==> src/rtl/fetch_seq_pkg.sv <==
package fetch_seq_pkg;

    typedef enum logic [2:0] {
        ST_IDLE = 3'd0,
        ST_T1   = 3'd1,
        ST_T2   = 3'd2,
        ST_TW   = 3'd3,
        ST_T3   = 3'd4,
        ST_T4   = 3'd5
    } tstate_e;

    typedef struct packed {
        logic m1_n;
        logic mreq_n;
        logic rd_n;
        logic rfsh_n;
    } strobes_t;

    localparam strobes_t STROBES_OFF = '{m1_n: 1'b1, mreq_n: 1'b1, rd_n: 1'b1, rfsh_n: 1'b1};

    // True in the states where the memory is being read
    function automatic logic is_read_state(tstate_e st);
        return (st == ST_T2) || (st == ST_TW);
    endfunction

    // True in the states that carry the hidden refresh
    function automatic logic is_refresh_state(tstate_e st);
        return (st == ST_T3) || (st == ST_T4);
    endfunction

    // Strobe levels for a given T-state and half (0: after rise, 1: after fall)
    function automatic strobes_t strobes_for(tstate_e st, logic hf);
        strobes_t s;
        s = STROBES_OFF;
        case (st)
            ST_T1: begin
                s.m1_n   = 1'b0;
                s.mreq_n = ~hf;
                s.rd_n   = ~hf;
            end
            ST_T2, ST_TW: begin
                s.m1_n   = 1'b0;
                s.mreq_n = 1'b0;
                s.rd_n   = 1'b0;
            end
            ST_T3: begin
                s.rfsh_n = 1'b0;
                s.mreq_n = ~hf;
            end
            ST_T4: begin
                s.rfsh_n = 1'b0;
                s.mreq_n = hf;
            end
            default: s = STROBES_OFF;
        endcase
        return s;
    endfunction

endpackage

==> src/rtl/fseq_timing.sv <==
module fseq_timing
    import fetch_seq_pkg::*;
(
    input  logic    clk2x,
    input  logic    rst,
    input  logic    start,
    input  logic    wait_n,
    output tstate_e st,
    output logic    half,
    output logic    start_acc,
    output logic    cap_en,
    output logic    cycle_end
);

    logic wait_q;

    assign start_acc = (st == ST_IDLE) && start;
    assign cap_en    = half && is_read_state(st) && !wait_q;
    assign cycle_end = half && (st == ST_T4);

    always_ff @(posedge clk2x) begin
        if (rst) begin
            st     <= ST_IDLE;
            half   <= 1'b0;
            wait_q <= 1'b0;
        end else if (st == ST_IDLE) begin
            half   <= 1'b0;
            wait_q <= 1'b0;
            if (start) st <= ST_T1;
        end else if (!half) begin
            half <= 1'b1;
            // falling-edge sample of the wait request
            if (is_read_state(st)) wait_q <= ~wait_n;
        end else begin
            half <= 1'b0;
            case (st)
                ST_T1:        st <= ST_T2;
                ST_T2, ST_TW: st <= wait_q ? ST_TW : ST_T3;
                ST_T3:        st <= ST_T4;
                default:      st <= ST_IDLE;
            endcase
        end
    end

    // a wait state is entered only from a read state
    p_wait_entry_r8: assert property (@(posedge clk2x) disable iff (rst)
        (st == ST_TW && !half) |-> is_read_state(tstate_e'($past(st))));

    // no return to T1 except from idle
    p_start_only_idle_r12: assert property (@(posedge clk2x) disable iff (rst)
        (st == ST_T1 && !half) |-> ($past(st) == ST_IDLE));

endmodule

==> src/rtl/fseq_refresh.sv <==
module fseq_refresh #(
    parameter int RFSH_W = 7
) (
    input  logic              clk2x,
    input  logic              rst,
    input  logic              step,
    output logic [RFSH_W-1:0] count
);

    always_ff @(posedge clk2x) begin
        if (rst)       count <= '0;
        else if (step) count <= RFSH_W'(count + 1'b1);
    end

    // one increment per completed fetch, wrapping at the top
    p_count_step_r11: assert property (@(posedge clk2x) disable iff (rst)
        $past(step) && !$past(rst) |-> count == RFSH_W'($past(count) + 1'b1));

    p_count_hold_r11: assert property (@(posedge clk2x) disable iff (rst)
        !$past(step) && !$past(rst) |-> $stable(count));

endmodule

==> src/rtl/fseq_bus.sv <==
module fseq_bus
    import fetch_seq_pkg::*;
#(
    parameter int ADDR_W = 16,
    parameter int DATA_W = 8,
    parameter int RFSH_W = 7
) (
    input  logic              clk2x,
    input  logic              rst,
    input  tstate_e           st,
    input  logic              half,
    input  logic              start_acc,
    input  logic              cap_en,
    input  logic [ADDR_W-1:0] pc,
    input  logic [DATA_W-1:0] data_in,
    input  logic [RFSH_W-1:0] rcount,
    output logic [ADDR_W-1:0] addr,
    output strobes_t          strb,
    output logic [DATA_W-1:0] opcode,
    output logic              ir_load
);

    localparam int PAD_W = ADDR_W - RFSH_W;

    logic [ADDR_W-1:0] pc_q;

    always_ff @(posedge clk2x) begin
        if (rst) begin
            pc_q   <= '0;
            opcode <= '0;
        end else begin
            if (start_acc) pc_q   <= pc;
            if (cap_en)    opcode <= data_in;
        end
    end

    always_comb begin
        if (is_refresh_state(st))   addr = {{PAD_W{1'b0}}, rcount};
        else if (st != ST_IDLE)     addr = pc_q;
        else                        addr = '0;
    end

    assign strb    = strobes_for(st, half);
    assign ir_load = (st == ST_T3) && !half;

    // read strobe never active while refreshing
    p_no_read_in_refresh_r5: assert property (@(posedge clk2x) disable iff (rst)
        !strb.rfsh_n |-> strb.rd_n);

    // fetch marker and refresh marker never overlap
    p_m1_rfsh_excl_r7: assert property (@(posedge clk2x) disable iff (rst)
        !(~strb.m1_n && ~strb.rfsh_n));

    // the fetch address stays put across the read phase
    p_addr_stable_r1: assert property (@(posedge clk2x) disable iff (rst)
        is_read_state(st) |-> $stable(addr));

endmodule

==> src/rtl/fetch_cycle_seq.sv <==
module fetch_cycle_seq
    import fetch_seq_pkg::*;
#(
    parameter int ADDR_W = 16,
    parameter int DATA_W = 8,
    parameter int RFSH_W = 7
) (
    input  logic              clk2x,
    input  logic              rst,
    input  logic              start,
    input  logic [ADDR_W-1:0] pc,
    input  logic              wait_n,
    input  logic [DATA_W-1:0] data_in,
    output logic [ADDR_W-1:0] addr,
    output logic              m1_n,
    output logic              mreq_n,
    output logic              rd_n,
    output logic              rfsh_n,
    output logic              ir_load,
    output logic [DATA_W-1:0] opcode,
    output logic              done
);

    tstate_e           st;
    logic              half;
    logic              start_acc;
    logic              cap_en;
    logic              cycle_end;
    logic [RFSH_W-1:0] rcount;
    strobes_t          strb;

    fseq_timing u_timing (
        .clk2x     (clk2x),
        .rst       (rst),
        .start     (start),
        .wait_n    (wait_n),
        .st        (st),
        .half      (half),
        .start_acc (start_acc),
        .cap_en    (cap_en),
        .cycle_end (cycle_end)
    );

    fseq_refresh #(.RFSH_W(RFSH_W)) u_refresh (
        .clk2x (clk2x),
        .rst   (rst),
        .step  (cycle_end),
        .count (rcount)
    );

    fseq_bus #(.ADDR_W(ADDR_W), .DATA_W(DATA_W), .RFSH_W(RFSH_W)) u_bus (
        .clk2x     (clk2x),
        .rst       (rst),
        .st        (st),
        .half      (half),
        .start_acc (start_acc),
        .cap_en    (cap_en),
        .pc        (pc),
        .data_in   (data_in),
        .rcount    (rcount),
        .addr      (addr),
        .strb      (strb),
        .opcode    (opcode),
        .ir_load   (ir_load)
    );

    assign m1_n   = strb.m1_n;
    assign mreq_n = strb.mreq_n;
    assign rd_n   = strb.rd_n;
    assign rfsh_n = strb.rfsh_n;
    assign done   = cycle_end;

    // capture follows a cycle in which the read strobe was active
    p_capture_after_read_r3: assert property (@(posedge clk2x) disable iff (rst)
        ir_load |-> !$past(rd_n));

    // done is a single-cycle pulse followed by idle strobes
    p_done_pulse_r9: assert property (@(posedge clk2x) disable iff (rst)
        done |=> !done && m1_n && mreq_n && rd_n && rfsh_n);

    // memory request rises at the end of the refresh
    p_mreq_refresh_r6: assert property (@(posedge clk2x) disable iff (rst)
        done |-> mreq_n && !rfsh_n);

endmodule

==> config.mk <==
export PLATFORM = sky130hd
export DESIGN_NAME = fetch_cycle_seq
export DESIGN_NICKNAME = d
export VERILOG_FILES = /design/src/rtl/fetch_seq_pkg.sv /design/src/rtl/fseq_timing.sv /design/src/rtl/fseq_refresh.sv /design/src/rtl/fseq_bus.sv /design/src/rtl/fetch_cycle_seq.sv
export SDC_FILE = /design/constraint.sdc
export NUM_CORES = 1
export LEC_CHECK = 0
export BUFFER_PORTS_ARGS = -buffer_cell sky130_fd_sc_hd__clkbuf_2
export CAP_MARGIN = 40
export CORE_MARGIN = 2
export CORE_UTILIZATION = 50
export CTS_BUF_LIST = sky130_fd_sc_hd__clkbuf_8
export DETAILED_ROUTE_END_ITERATION = 10
export GPL_TIMING_DRIVEN = 0
export PLACE_DENSITY = 0.92
export SLEW_MARGIN = 20
export SYNTH_ARGS = -nofsm -noshare
export SYNTH_HDL_FRONTEND = slang
export SYNTH_SLANG_ARGS = --single-unit
==> constraint.sdc <==
create_clock -name clk2x -period 1.7 [get_ports clk2x]
set_input_delay 0.085 -clock clk2x [delete_from_list [all_inputs] [get_ports clk2x]]
set_output_delay 0.085 -clock clk2x [all_outputs]
set_load 0.03 [all_outputs]
# == After elaboration in Yosys (flattened, before gate mapping) ==
# Cells that the tools add are included.
# W data, S select, Z words.
# word_totals
reg_bits,36
latch_bits,0
ramBits,0
rom_bits,0
input_bits,28
out_inout_bits,30
elab_cells,46
n_memories,0
# classes
add_sub_neg,1
mul,0
div,0
order_cmp,0
eq_ne,6
shift,0
mux,12
bitwise,2
reduce_logical,19
# ops
operator,n
$mux W16,2
$mux W3,4
$pmux W3 S3,1
$reduce_or A2 Y1,4
$add A7 B1 Y7 const B,1
$eq A3 B2 Y1 const B,2
$eq A3 B3 Y1 const B,2
$logic_and A1 B1 Y1,5
$reduce_and A2 Y1,2
$eq A3 B1 Y1 const B,1
$logic_not A3 Y1,1
$mux W1,3
$pmux W1 S3,1
$reduce_bool A3 Y1,1
$reduce_or A3 Y1,1
$logic_not A1 Y1,2
$logic_or A1 B1 Y1,2
$ne A2 B2 Y1 const B,1
$not A1 Y1,2
$pmux W1 S2,1
$reduce_bool A2 Y1,1

# == Depth between registers and ports, before layout ==
# Gate-level depths: netlist of run 1.
# depth
ltp_word,5
depth_mapped,6
ltp_nobuf,4

# == Cells and area by module ==
# From an unflattened synthesis of run 1, not the netlist that was laid out.
# unflattened
hier_cells,159
hier_area_um2,1571.5
# by_module_without_submodules
mod,n_inst,cells_per_inst,area_per_inst_um2,seq_area_each_um2
fseq_bus,1,104,1044.8,480.5
fseq_refresh,1,29,272.8,140.1
fseq_timing,1,26,254.0,100.1

# == Least setup slack after synthesis of run 1 ==
# No wires, ideal clock.
# synth_path
kind,register to output
startpoint,register u_timing.st[1]
endpoint,output ir_load
arrival_time_ns,1.833
required_ns,1.615
slack_ns,-0.218
stages_incl_launch_ff,5
n_path_buf,1
path_cell_list,dfxtp_1 clkbuf_1 nor2_1 inv_1 nor3_1
# synth_between
elab_chain_cells,2
# synth_rtl
item,line,rtl
"start, declared",fseq_timing.sv:8,"output tstate_e st,"
"start signal, assigned",fseq_timing.sv:38,"ST_T2, ST_TW: st <= wait_q ? ST_TW : ST_T3;"
$eq A3 B3 Y1,fseq_bus.sv:44,assign ir_load = (st == ST_T3) && !half;
$logic_and A1 B1 Y1,fseq_bus.sv:44,
"end, declared",fetch_cycle_seq.sv:19,"output logic ir_load,"
# Every way passes these cells.

# == Worst setup path in the final report of run 1 ==
# layout_path
startpoint,register u_timing.st[2]
endpoint,output done
# layout_between
elab_chain_cells,2
# layout_rtl
item,line,rtl
$eq A3 B3 Y1,fseq_timing.sv:19,assign cycle_end = half && (st == ST_T4);
$logic_and A1 B1 Y1,fseq_timing.sv:19,
"end, declared",fetch_cycle_seq.sv:21,output logic done
# Every way passes these cells.

==> results.txt, run 1 <==
Ys async rst share: 0%
Max-slew violations: 0
Crit end category: output port
Outcome: completed
Min-delay src: wait_n
Root buf cell: clkbuf_8
Crit path from: u_timing.st[2]
Worst vdd ir: 0.693 mV
Final period util: 92.7%
Die area: 0.00369 mm²
Total grt overflow: 0
Clock Skew: 0.00484 ns
Post-Route Utilization: 68.2%
Area growth syn-to-layout: 29.4%
Row count: 20
DIE HEIGHT: 60.7 µm
Data required time of the worst path: 1.62 ns
Hold_buf cts: 0
Syn Nets: 217
Clk slew on worst S/H paths: 0.07 ns
Routability cong.: 0.938
FF-to-FF path depth: 6
Worst-Margin Slew: 0.477 ns
Port bufs: 56
Synthesized netlist cell count: 188
RSZ-0062 raised after global routing: false
Yosys cell types: 37
Crit-path max cell delay: 0.32 ns
DRT Pass-1 Iters: 4
CP max-delay cell: dfxtp_1
R2R Setup Slk: 0.13 ns
GRT Util Overall: 21.9%
RR Endpoint: u_refresh.count[4]
Slew margin rel.: 68.2%
Placement Cell Area: 0.00195 mm²
Hpwl dp: 2.65 mm
Leakage: 0.918 nW
Wirelength, routed: 3.57 mm
CTS Buffer Depth: 2
Routed length per instance: 12.0 µm
Layout cell share with drive strength beyond 1: 33.2%
Switching Share: 26.5%
WHS Endpoint: u_timing.wait_q
Mapped Area: 0.00161 mm²
Hold Worst Slack: 0.00755 ns
Final setup TNS: 0 ns
Remaining DRCs: 0
Final min period: 1.58 ns
Data arrival, critical path: 1.49 ns
Vias in the first global route: 1386
Initial DRC Count: 72
Global-route wire length before repair: 6.11 mm
Max_cap viols: 0
Sink Count: 36
Top-Level Pins: 58
Mean post-synth cell area: 8.55 µm²
CP Launch Type: flip-flop
Post-route ant nets: 0
H-tree depth: 2
CP Cell Sequence: buf_6 -> buf_4 -> nand4b_1 -> buf_2 -> inv_1 -> clkbuf_2
Hold Violations, Final: 0
Crit path kind: flip-flop to output port
DR vias/cell: 5.17
Via Count: 1535
Psw: 0.476 mW
Largest net degree at the start of global routing: 12
Worst skew pair latency: 0.28 ns
Register area share after synthesis: 44.8%
Core Region: 0.00305 mm²
Final setup fails: 0
Seq pwr share: 50.1%
Clock share of power: 33.7%
Worst r2r src: u_timing.st[2]
Most used flip-flop cell after synthesis: dfxtp_1
Post-layout nets: 281
Die width: 60.7 µm
Initial antenna violation count: 0
CTS tree: yes
Hold Crit Class: input pin to flip-flop
Ys Warns: 0
Hold path cells: 2
CTS Buf Count: 5
Leading cell types in the layout, fill and taps excluded: 54 x clkbuf_2, 35 x dfxtp_1, 34 x nand2_1
Tot Pwr: 1.80 mW
PD cells: 863 mW/mm²
# diodes: 0
Commonest non-fill, non-tap cell in the layout: clkbuf_2
Maximum fanout along the worst path: 10
Gate power share: 16.2%
Int Power: 1.32 mW
Post-synth EDFFs: 0
Initial Utilization: 52.7%
Post-route cell area: 0.00208 mm²
Yosys reg bits: 36
Fmax achieved: 0.634 GHz
==> timing repair <==
action                                  CTS  global route
cloned                                    0             0
resized for setup                         9             5
endpoints found under the setup margin   19            18
buffers inserted                          0             2
==> critical path, delay by kind of cell, from the launching register on <==
family,cells,cell delay (ns)
flops,1,0.32
simple gates,1,0.16
buf+inv,5,0.73
==> synthesized netlist by cell type, drive strengths merged, types with 5 or more instances <==
cell type,number,share of area [%]
nand2,35,8.3
buf,9,4.3
inv,5,1.2
dfxtp,36,45
mux2i,9,5.6
o21ai,5,1.6
a21oi,23,7.2
clkbuf,5,1.2
nor2,13,3.0
a22o,7,3.8
nor3,5,1.6
and2,9,3.5
==> cell families (layout without fill, tap and decap cells) <==
logic type | count (synthesis) | count (layout) | synth area share, %
flip-flops | 36 | 36 | 44.8
adder cells (fa/ha/maj) | 1 | 1 | 0.778
buffers and inverters | 19 | 84 | 6.61
multiplexers | 9 | 9 | 5.60
AO/OA/AOI/OAI | 44 | 44 | 16.8
AND/OR/NAND/NOR | 77 | 77 | 24.3
XOR/XNOR | 2 | 2 | 1.09
==> power by group through the flow <==
stage          registers (mW)  clock network (mW)  logic, mW
2_1_floorplan           0.914                   0      0.198
3_3_place_gp            0.917                   0      0.278
3_5_place_dp            0.918                   0      0.283
4_1_cts                 0.900               0.614      0.294
5_1_grt                 0.904               0.665      0.320
6_report                0.901               0.605      0.290
==> sequential cells by signal, summed over array words and instances, names as in the netlist <==
register / count
u_timing.st: 3
u_bus.opcode: 8
u_bus.pc_q: 16
u_timing.wait_q: 1
u_refresh.count: 7
u_timing.half: 1
==> metal layers <==
metal / track usage, % / up-vias / wire length, µm
li1: - / 774 / -
met1: 26.6 / 711 / 1560
met2: 38.1 / 46 / 1790
met3: 4.90 / 4 / 190
met4: 7.45 / 0 / 38
met5: 0 / - / 0
==> stage by stage <==
step	setup WS, ns	instances
after floorplan	0.0301	188
after global placement	0.0558	288
after detailed placement	0.0425	288
after CTS	0.0235	296
after global routing	0.0211	297
final	0.123	297
==> worst max-delay path by stage <==
stage	endpoint	depth (start not counted)
4_1_cts	addr[6]	6
3_3_place_gp	addr[15]	5
5_1_grt	done	6
2_1_floorplan	ir_load	4
6_report	done	6
3_5_place_dp	addr[15]	5
==> layout make-up <==
class | instances | area, µm²
inverter | 5 | 18.8
sequential | 36 | 722
timing repair buffer | 58 | 300
tap | 44 | 55.1
buffer | 13 | 91.3
clock inverter | 2 | 10.0
multi-input combinational | 133 | 801
clock buffer | 6 | 82.6
fill | 290 | 972
Note: power is estimated with default switching activity, not from simulation.
==> inputs of run 2 (changes only) <==
--- a/config.mk
+++ b/config.mk
@@ -12,7 +12,8 @@
 export CTS_BUF_LIST = sky130_fd_sc_hd__clkbuf_8
 export DETAILED_ROUTE_END_ITERATION = 10
 export GPL_TIMING_DRIVEN = 0
-export PLACE_DENSITY = 0.92
+export PLACE_DENSITY = 0.8
+export SETUP_SLACK_MARGIN = 0.5
 export SLEW_MARGIN = 20
 export SYNTH_ARGS = -nofsm -noshare
 export SYNTH_HDL_FRONTEND = slang
==> run 2 against run 1 <==
Net effect: synthesized cell count stayed put; the flow now stops in 5_1_grt; area after synthesis stayed put.
==> results.txt, run 2 <==
Yosys cell types: 37
Initial Utilization: 52.7%
CTS Buf Count: 5
Ys async rst share: 0%
Root buf cell: clkbuf_8
Top cell type's share of synthesized area: 44.8%
Post-GRT worst EP: addr[6]
DIE HEIGHT: 60.7 µm
Dominant cell by count in the synthesized netlist: dfxtp_1
H-tree depth: 2
Register area share after synthesis: 44.8%
Sink Count: 36
Synthesized netlist cell count: 188
Fail Step: 5_1_grt
Die width: 60.7 µm
Top post-synthesis cells by count: 36 x dfxtp_1, 34 x nand2_1, 23 x a21oi_1, 13 x nor2_1
Yosys reg bits: 36
Syn Nets: 217
First error: [ERROR DPL-0038] Utilization greater than 100%, impossible to legalize
Most used flip-flop cell after synthesis: dfxtp_1
Row count: 20
Synth area leader: dfxtp_1
Synth top area cells: dfxtp_1 45%, nand2_1 7.9%, a21oi_1 7.2%
Port bufs: 56
Post-synth EDFFs: 0
Routability cong.: 0.824
Outcome: stopped before the end
Hpwl dp: 2.71 mm
Largest net degree at the start of global routing: 13
Mapped Area: 0.00161 mm²
Ys Warns: 0
Mean post-synth cell area: 8.55 µm²
Top-Level Pins: 58
CTS Buffer Depth: 2
Worst endpoint type: primary output
[run 2: cells by family after synthesis]
group	share of synthesized area [%]
and+or+nand+nor	24.3
muxes	5.60
DFF	44.8
buffers and inverters	6.61
xor gates and xnor gates	1.09
adders and majority gates	0.778
AOI/OAI and AO/OA	16.8
[run 2: timing repair]
item                                    4_1_cts
hold endpoints to repair                      1
gates cloned                                  4
hold buffers                                  1
endpoints found under the setup margin       55
pin swaps                                    41
resized for setup                            83
buffers inserted                             19
[run 2: per-stage QoR]
stage / util [%] / hold WS, ns / area (µm²) / cells / setup slack [ns]
floorplan: - / 0.199 / 1730 / 188 / 0.273
global placement: 67.5 / 0.297 / 2060 / 288 / 0.149
detailed placement: 67.5 / 0.300 / 2060 / 288 / 0.148
CTS: 88.7 / 0.0266 / 2710 / 320 / 0.0472
==> inputs of run 3 (changes only) <==
--- a/config.mk
+++ b/config.mk
@@ -8,12 +8,10 @@
 export BUFFER_PORTS_ARGS = -buffer_cell sky130_fd_sc_hd__clkbuf_2
 export CAP_MARGIN = 40
 export CORE_MARGIN = 2
-export CORE_UTILIZATION = 50
-export CTS_BUF_LIST = sky130_fd_sc_hd__clkbuf_8
+export CORE_UTILIZATION = 35
 export DETAILED_ROUTE_END_ITERATION = 10
 export GPL_TIMING_DRIVEN = 0
-export PLACE_DENSITY = 0.8
-export SETUP_SLACK_MARGIN = 0.5
+export PLACE_DENSITY_LB_ADDON = 0.15
 export SLEW_MARGIN = 20
 export SYNTH_ARGS = -nofsm -noshare
 export SYNTH_HDL_FRONTEND = slang
==> run 3 against run 2 <==
Net effect: the run now ends clean.
==> results.txt, run 3 (synthesized netlist as in run 1, its figures left out) <==
Largest register FFs: 16
Hpwl dp: 2.78 mm
Crit end category: output port
PD cells: 827 mW/mm²
Psw: 0.484 mW
Outcome: completed
# diodes: 0
GRT Util Overall: 15.3%
Wirelength, routed: 3.89 mm
Worst-Margin Slew: 0.496 ns
Data required time of the worst path: 1.62 ns
Data arrival, critical path: 1.53 ns
Worst vdd ir: 0.333 mV
Placement Cell Area: 0.00196 mm²
Via Count: 1515
Initial DRC Count: 94
Largest reg by FF count: u_bus.pc_q
Gate power share: 17.3%
FF-to-FF path depth: 6
Post-route ant nets: 0
WHS Endpoint: u_bus.pc_q[2]
Layout cell share with drive strength beyond 1: 34.1%
Sink Count: 36
Initial antenna violation count: 0
Post-Route Utilization: 48.8%
Fmax achieved: 0.617 GHz
Seq pwr share: 50.8%
Leakage: 0.938 nW
CTS tree: yes
RR Endpoint: u_bus.pc_q[9]
Post-route cell area: 0.00214 mm²
RSZ-0062 raised after global routing: false
Sequential Area: 722 µm²
FILL cells: 454
Crit path kind: flip-flop to output port
Final period util: 95.3%
Hold path cells: 3
Remaining DRCs: 0
Global-route wire length before repair: 6.28 mm
Core Region: 0.00438 mm²
Top-Level Pins: 58
CP Launch Type: flip-flop
Routability cong.: 0.741
Int Power: 1.29 mW
Biggest regs: u_bus.pc_q: 16 flops, u_bus.opcode: 8 flops, u_refresh.count: 7 flops
Switching Share: 27.3%
Hold Crit Class: input pin to flip-flop
Clock share of power: 31.9%
CTS Buffer Depth: 2
Max-slew violations: 0
Worst skew pair latency: 0.28 ns
Vias in the first global route: 1379
Leading cell types in the layout, fill and taps excluded: 52 x clkbuf_2, 35 x dfxtp_1, 34 x nand2_1
Slew margin rel.: 66.9%
Largest net degree at the start of global routing: 11
Clock Skew: 0.00286 ns
Worst r2r src: u_timing.st[2]
Row count: 24
CTS Buf Count: 5
Final min period: 1.62 ns
Routed length per instance: 12.5 µm
Commonest non-fill, non-tap cell in the layout: clkbuf_2
DRT Pass-1 Iters: 4
Max_cap viols: 0
DR vias/cell: 4.89
H-tree depth: 2
Clk slew on worst S/H paths: 0.07 ns
Crit path from: u_timing.st[2]
Port bufs: 56
Root buf cell: clkbuf_8
Multi-input combinational cell area: 816 µm²
Post-layout nets: 287
Maximum fanout along the worst path: 10
Hold Violations, Final: 0
Die area: 0.00515 mm²
Final setup fails: 0
Area growth syn-to-layout: 33.0%
R2R Setup Slk: 0.09 ns
Initial Utilization: 36.7%
Total grt overflow: 0
Die width: 71.8 µm
DIE HEIGHT: 71.8 µm
Min-delay src: pc[2]
run 3: worst max-delay path: stages (launching register included):
cell and delay, ns:
dfxtp_1 0.32, buf_6 0.10, buf_4 0.16, nand4b_1 0.22, buf_6 0.21, inv_1 0.05
clkbuf_2 0.19
run 3: cell type report:
| cell class | instances | area share (%) |
|---|---|---|
| multi-input cells | 134 | 38.2 |
| repair buffers | 63 | 16.0 |
| inverters | 5 | 1.05 |
| plain buffers | 13 | 4.33 |
| flip-flops and latches | 36 | 33.8 |
| clock inverters | 1 | 0.234 |
| clock buffers | 6 | 3.39 |
| well taps | 52 | 3.04 |
run 3: power groups by stage:
| stage | sequential, mW | clock, mW | combinational [mW] |
|---|---|---|---|
| after floorplan | 0.914 | 0 | 0.198 |
| after global placement | 0.917 | 0 | 0.289 |
| after detailed placement | 0.918 | 0 | 0.289 |
| after CTS | 0.899 | 0.578 | 0.303 |
| after global routing | 0.903 | 0.613 | 0.341 |
| final | 0.899 | 0.564 | 0.306 |
run 3: timing repair:
item,CTS,global route
setup endpoints to repair,19,29
hold buffers,1,0
pin swaps,0,4
gates resized for setup,9,15
setup buffers,4,2
cloned,0,1
endpoints found under the hold margin,1,0
run 3: worst max path at each step:
stage | endpoint | slack [ns] | cells past startpoint
floorplan | ir_load | 0.03 | 4
global placement | ir_load | -0.04 | 5
detailed placement | ir_load | -0.02 | 5
CTS | ir_load | 0.01 | 7
global route | done | 0.003 | 6
finish | done | 0.08 | 6
run 3: stage by stage:
step	hold slack, ns	TNS, ns	cells	power [mW]	setup WS (ns)
finish	0.0246	0	310	1.77	0.0801
floorplan	0.199	0	188	1.11	0.0301
CTS	0.0139	0	308	1.78	0.0128
detailed placement	0.304	-0.0193	296	1.21	-0.0193
global route	0.0246	0	310	1.86	0.00313
global placement	0.303	-0.121	296	1.21	-0.0385
run 3: metal layers:
layer	track usage, %	up-vias	routed length (µm)
met5	0	-	0
met1	21.2	693	1840
met3	4.22	5	204
li1	-	782	-
met4	4.40	0	36
met2	23.5	35	1810
==> inputs of run 4 (changes only) <==
--- a/config.mk
+++ b/config.mk
@@ -11,7 +11,6 @@
 export CORE_UTILIZATION = 35
 export DETAILED_ROUTE_END_ITERATION = 10
 export GPL_TIMING_DRIVEN = 0
-export PLACE_DENSITY_LB_ADDON = 0.15
 export SLEW_MARGIN = 20
 export SYNTH_ARGS = -nofsm -noshare
 export SYNTH_HDL_FRONTEND = slang
==> run 4 against run 3 <==
Net effect: global-route usage grew 0.30 points; sequential share of layout area shrank 0.51 points; sequential power is essentially flat; clock-buffer cell count did not move; critical endpoint is now addr[2]; die area is the same; setup slack worse by 0.030 ns; hold slack worse by 0.016 ns; via count fell by 0.46%; non-clock buffer count grew 4; fmax decreased by 1.8%; total power rose by 2.2%; register-to-register slack about the same.
==> results.txt, run 4 (synthesized netlist as in run 1, its figures left out) <==
# diodes: 0
CTS Buffer Depth: 2
Fmax achieved: 0.606 GHz
FILL cells: 434
WHS Endpoint: u_bus.pc_q[9]
Leakage: 0.960 nW
Post-layout nets: 290
Row count: 24
Hold Worst Slack: 0.00870 ns
R2R Setup Slk: 0.08 ns
Hold Violations, Final: 0
Commonest non-fill, non-tap cell in the layout: clkbuf_2
Slew margin rel.: 66.0%
Worst vdd ir: 0.335 mV
Gate power share: 18.3%
H-tree depth: 2
Outcome: completed
Layout cell share with drive strength beyond 1: 34.5%
Crit end category: output port
Seq pwr share: 49.7%
RSZ-0062 raised after global routing: true
Worst skew pair latency: 0.29 ns
Leading cell types in the layout, fill and taps excluded: 48 x clkbuf_2, 35 x dfxtp_1, 34 x nand2_1
Psw: 0.502 mW
Root buf cell: clkbuf_8
Largest net degree at the start of global routing: 11
Final period util: 97.0%
Data required time of the worst path: 1.62 ns
Max-slew violations: 0
Initial antenna violation count: 0
Int Power: 1.30 mW
Routability cong.: 0.756
Global-route wire length before repair: 6.11 mm
DR vias/cell: 4.82
Routed length per instance: 12.5 µm
Biggest regs: u_bus.pc_q: 16 flops, u_bus.opcode: 8 flops, u_refresh.count: 7 flops
Via Count: 1508
Largest register FFs: 16
Die area: 0.00515 mm²
Wirelength, routed: 3.90 mm
CTS tree: yes
Top-Level Pins: 58
PD cells: 833 mW/mm²
Remaining DRCs: 0
Hpwl dp: 2.73 mm
Initial Utilization: 36.7%
Final setup fails: 0
Min-delay src: pc[9]
Hold path cells: 3
Largest reg by FF count: u_bus.pc_q
Crit path kind: flip-flop to output port
DIE HEIGHT: 71.8 µm
Hold Crit Class: input pin to flip-flop
Clock share of power: 32.0%
Port bufs: 56
Tot Pwr: 1.81 mW
Clock Skew: 0.00292 ns
Post-route ant nets: 0
Max_cap viols: 0
Final min period: 1.65 ns
Worst-Margin Slew: 0.510 ns
Total grt overflow: 0
Core Region: 0.00438 mm²
Sink Count: 36
CP Launch Type: flip-flop
DRT Pass-1 Iters: 4
Worst r2r src: u_timing.st[2]
Initial DRC Count: 86
Vias in the first global route: 1346
GRT Util Overall: 15.6%
Maximum fanout along the worst path: 3
Clk slew on worst S/H paths: 0.07 ns
Switching Share: 27.8%
Die width: 71.8 µm
RR Endpoint: u_bus.pc_q[11]
Data arrival, critical path: 1.56 ns
Area growth syn-to-layout: 35.0%
FF-to-FF path depth: 7
CTS Buf Count: 5
-- run 4: cell count changes in the layout (fill, tap and decap cells not counted), sizes merged --
cell and change:
buf +9, clkbuf -5, nor2 -1
-- run 4: power groups by stage --
| stage | combinational (mW) | sequential (mW) | clock (mW) |
|---|---|---|---|
| 2_1_floorplan | 0.198 | 0.914 | 0 |
| 3_3_place_gp | 0.289 | 0.916 | 0 |
| 3_5_place_dp | 0.289 | 0.917 | 0 |
| 4_1_cts | 0.313 | 0.898 | 0.599 |
| 5_1_grt | 0.362 | 0.903 | 0.638 |
| 6_report | 0.330 | 0.898 | 0.579 |
-- run 4: repair_timing --
item	4_1_cts	5_1_grt
hold buffers	1	0
setup endpoints to repair	19	29
setup buffers	4	5
pin swaps	1	3
gates resized for setup	11	18
endpoints found under the hold margin	1	0
-- run 4: through the flow --
stage	utilization (%)	instance area [µm²]	worst slack, ns	instances	TNS (ns)
floorplan	-	1610	0.0301	188	0
detailed placement	44.7	1960	-0.0249	296	-0.0249
global route	49.5	2170	-0.00451	313	-0.00687
CTS	48.2	2110	0.00840	308	0
global placement	44.7	1960	-0.0286	296	-0.0468
finish	49.5	2170	0.0502	313	0
-- run 4: critical path, stage by stage (launching register included) --
cell        delay [ns]
dfxtp_1           0.32
buf_6             0.11
clkinvlp_4        0.12
a21o_4            0.23
buf_4             0.13
a22o_1            0.19
buf_4             0.17
-- run 4: layout make-up --
type | instances | area, µm² | area share (%)
clock buffers | 6 | 72.6 | 3.34
flip-flops and latches | 36 | 722 | 33.3
multi-input cells | 133 | 801 | 36.9
repair buffers | 66 | 382 | 17.6
plain buffers | 14 | 101 | 4.67
well taps | 52 | 65.1 | 3.00
inverters | 5 | 22.5 | 1.04
clock inverters | 1 | 5.00 | 0.231
-- run 4: worst max path at each step --
stage,from,to,slack [ns],depth (start not counted)
global route,u_timing.st[2],addr[2],-0.005,6
CTS,u_timing.st[2],addr[6],0.008,6
detailed placement,u_timing.st[1],ir_load,-0.02,5
finish,u_timing.st[2],addr[2],0.05,6
floorplan,u_timing.st[1],ir_load,0.03,4
global placement,u_timing.st[1],ir_load,-0.03,5
-- run 4: layer usage --
layer	track usage, %	part of all wire (%)	vias up
li1	-	-	785
met4	9.43	2.7	0
met5	0	0	-
met3	3.38	3.6	8
met1	19.7	45	683
met2	24.3	49	32
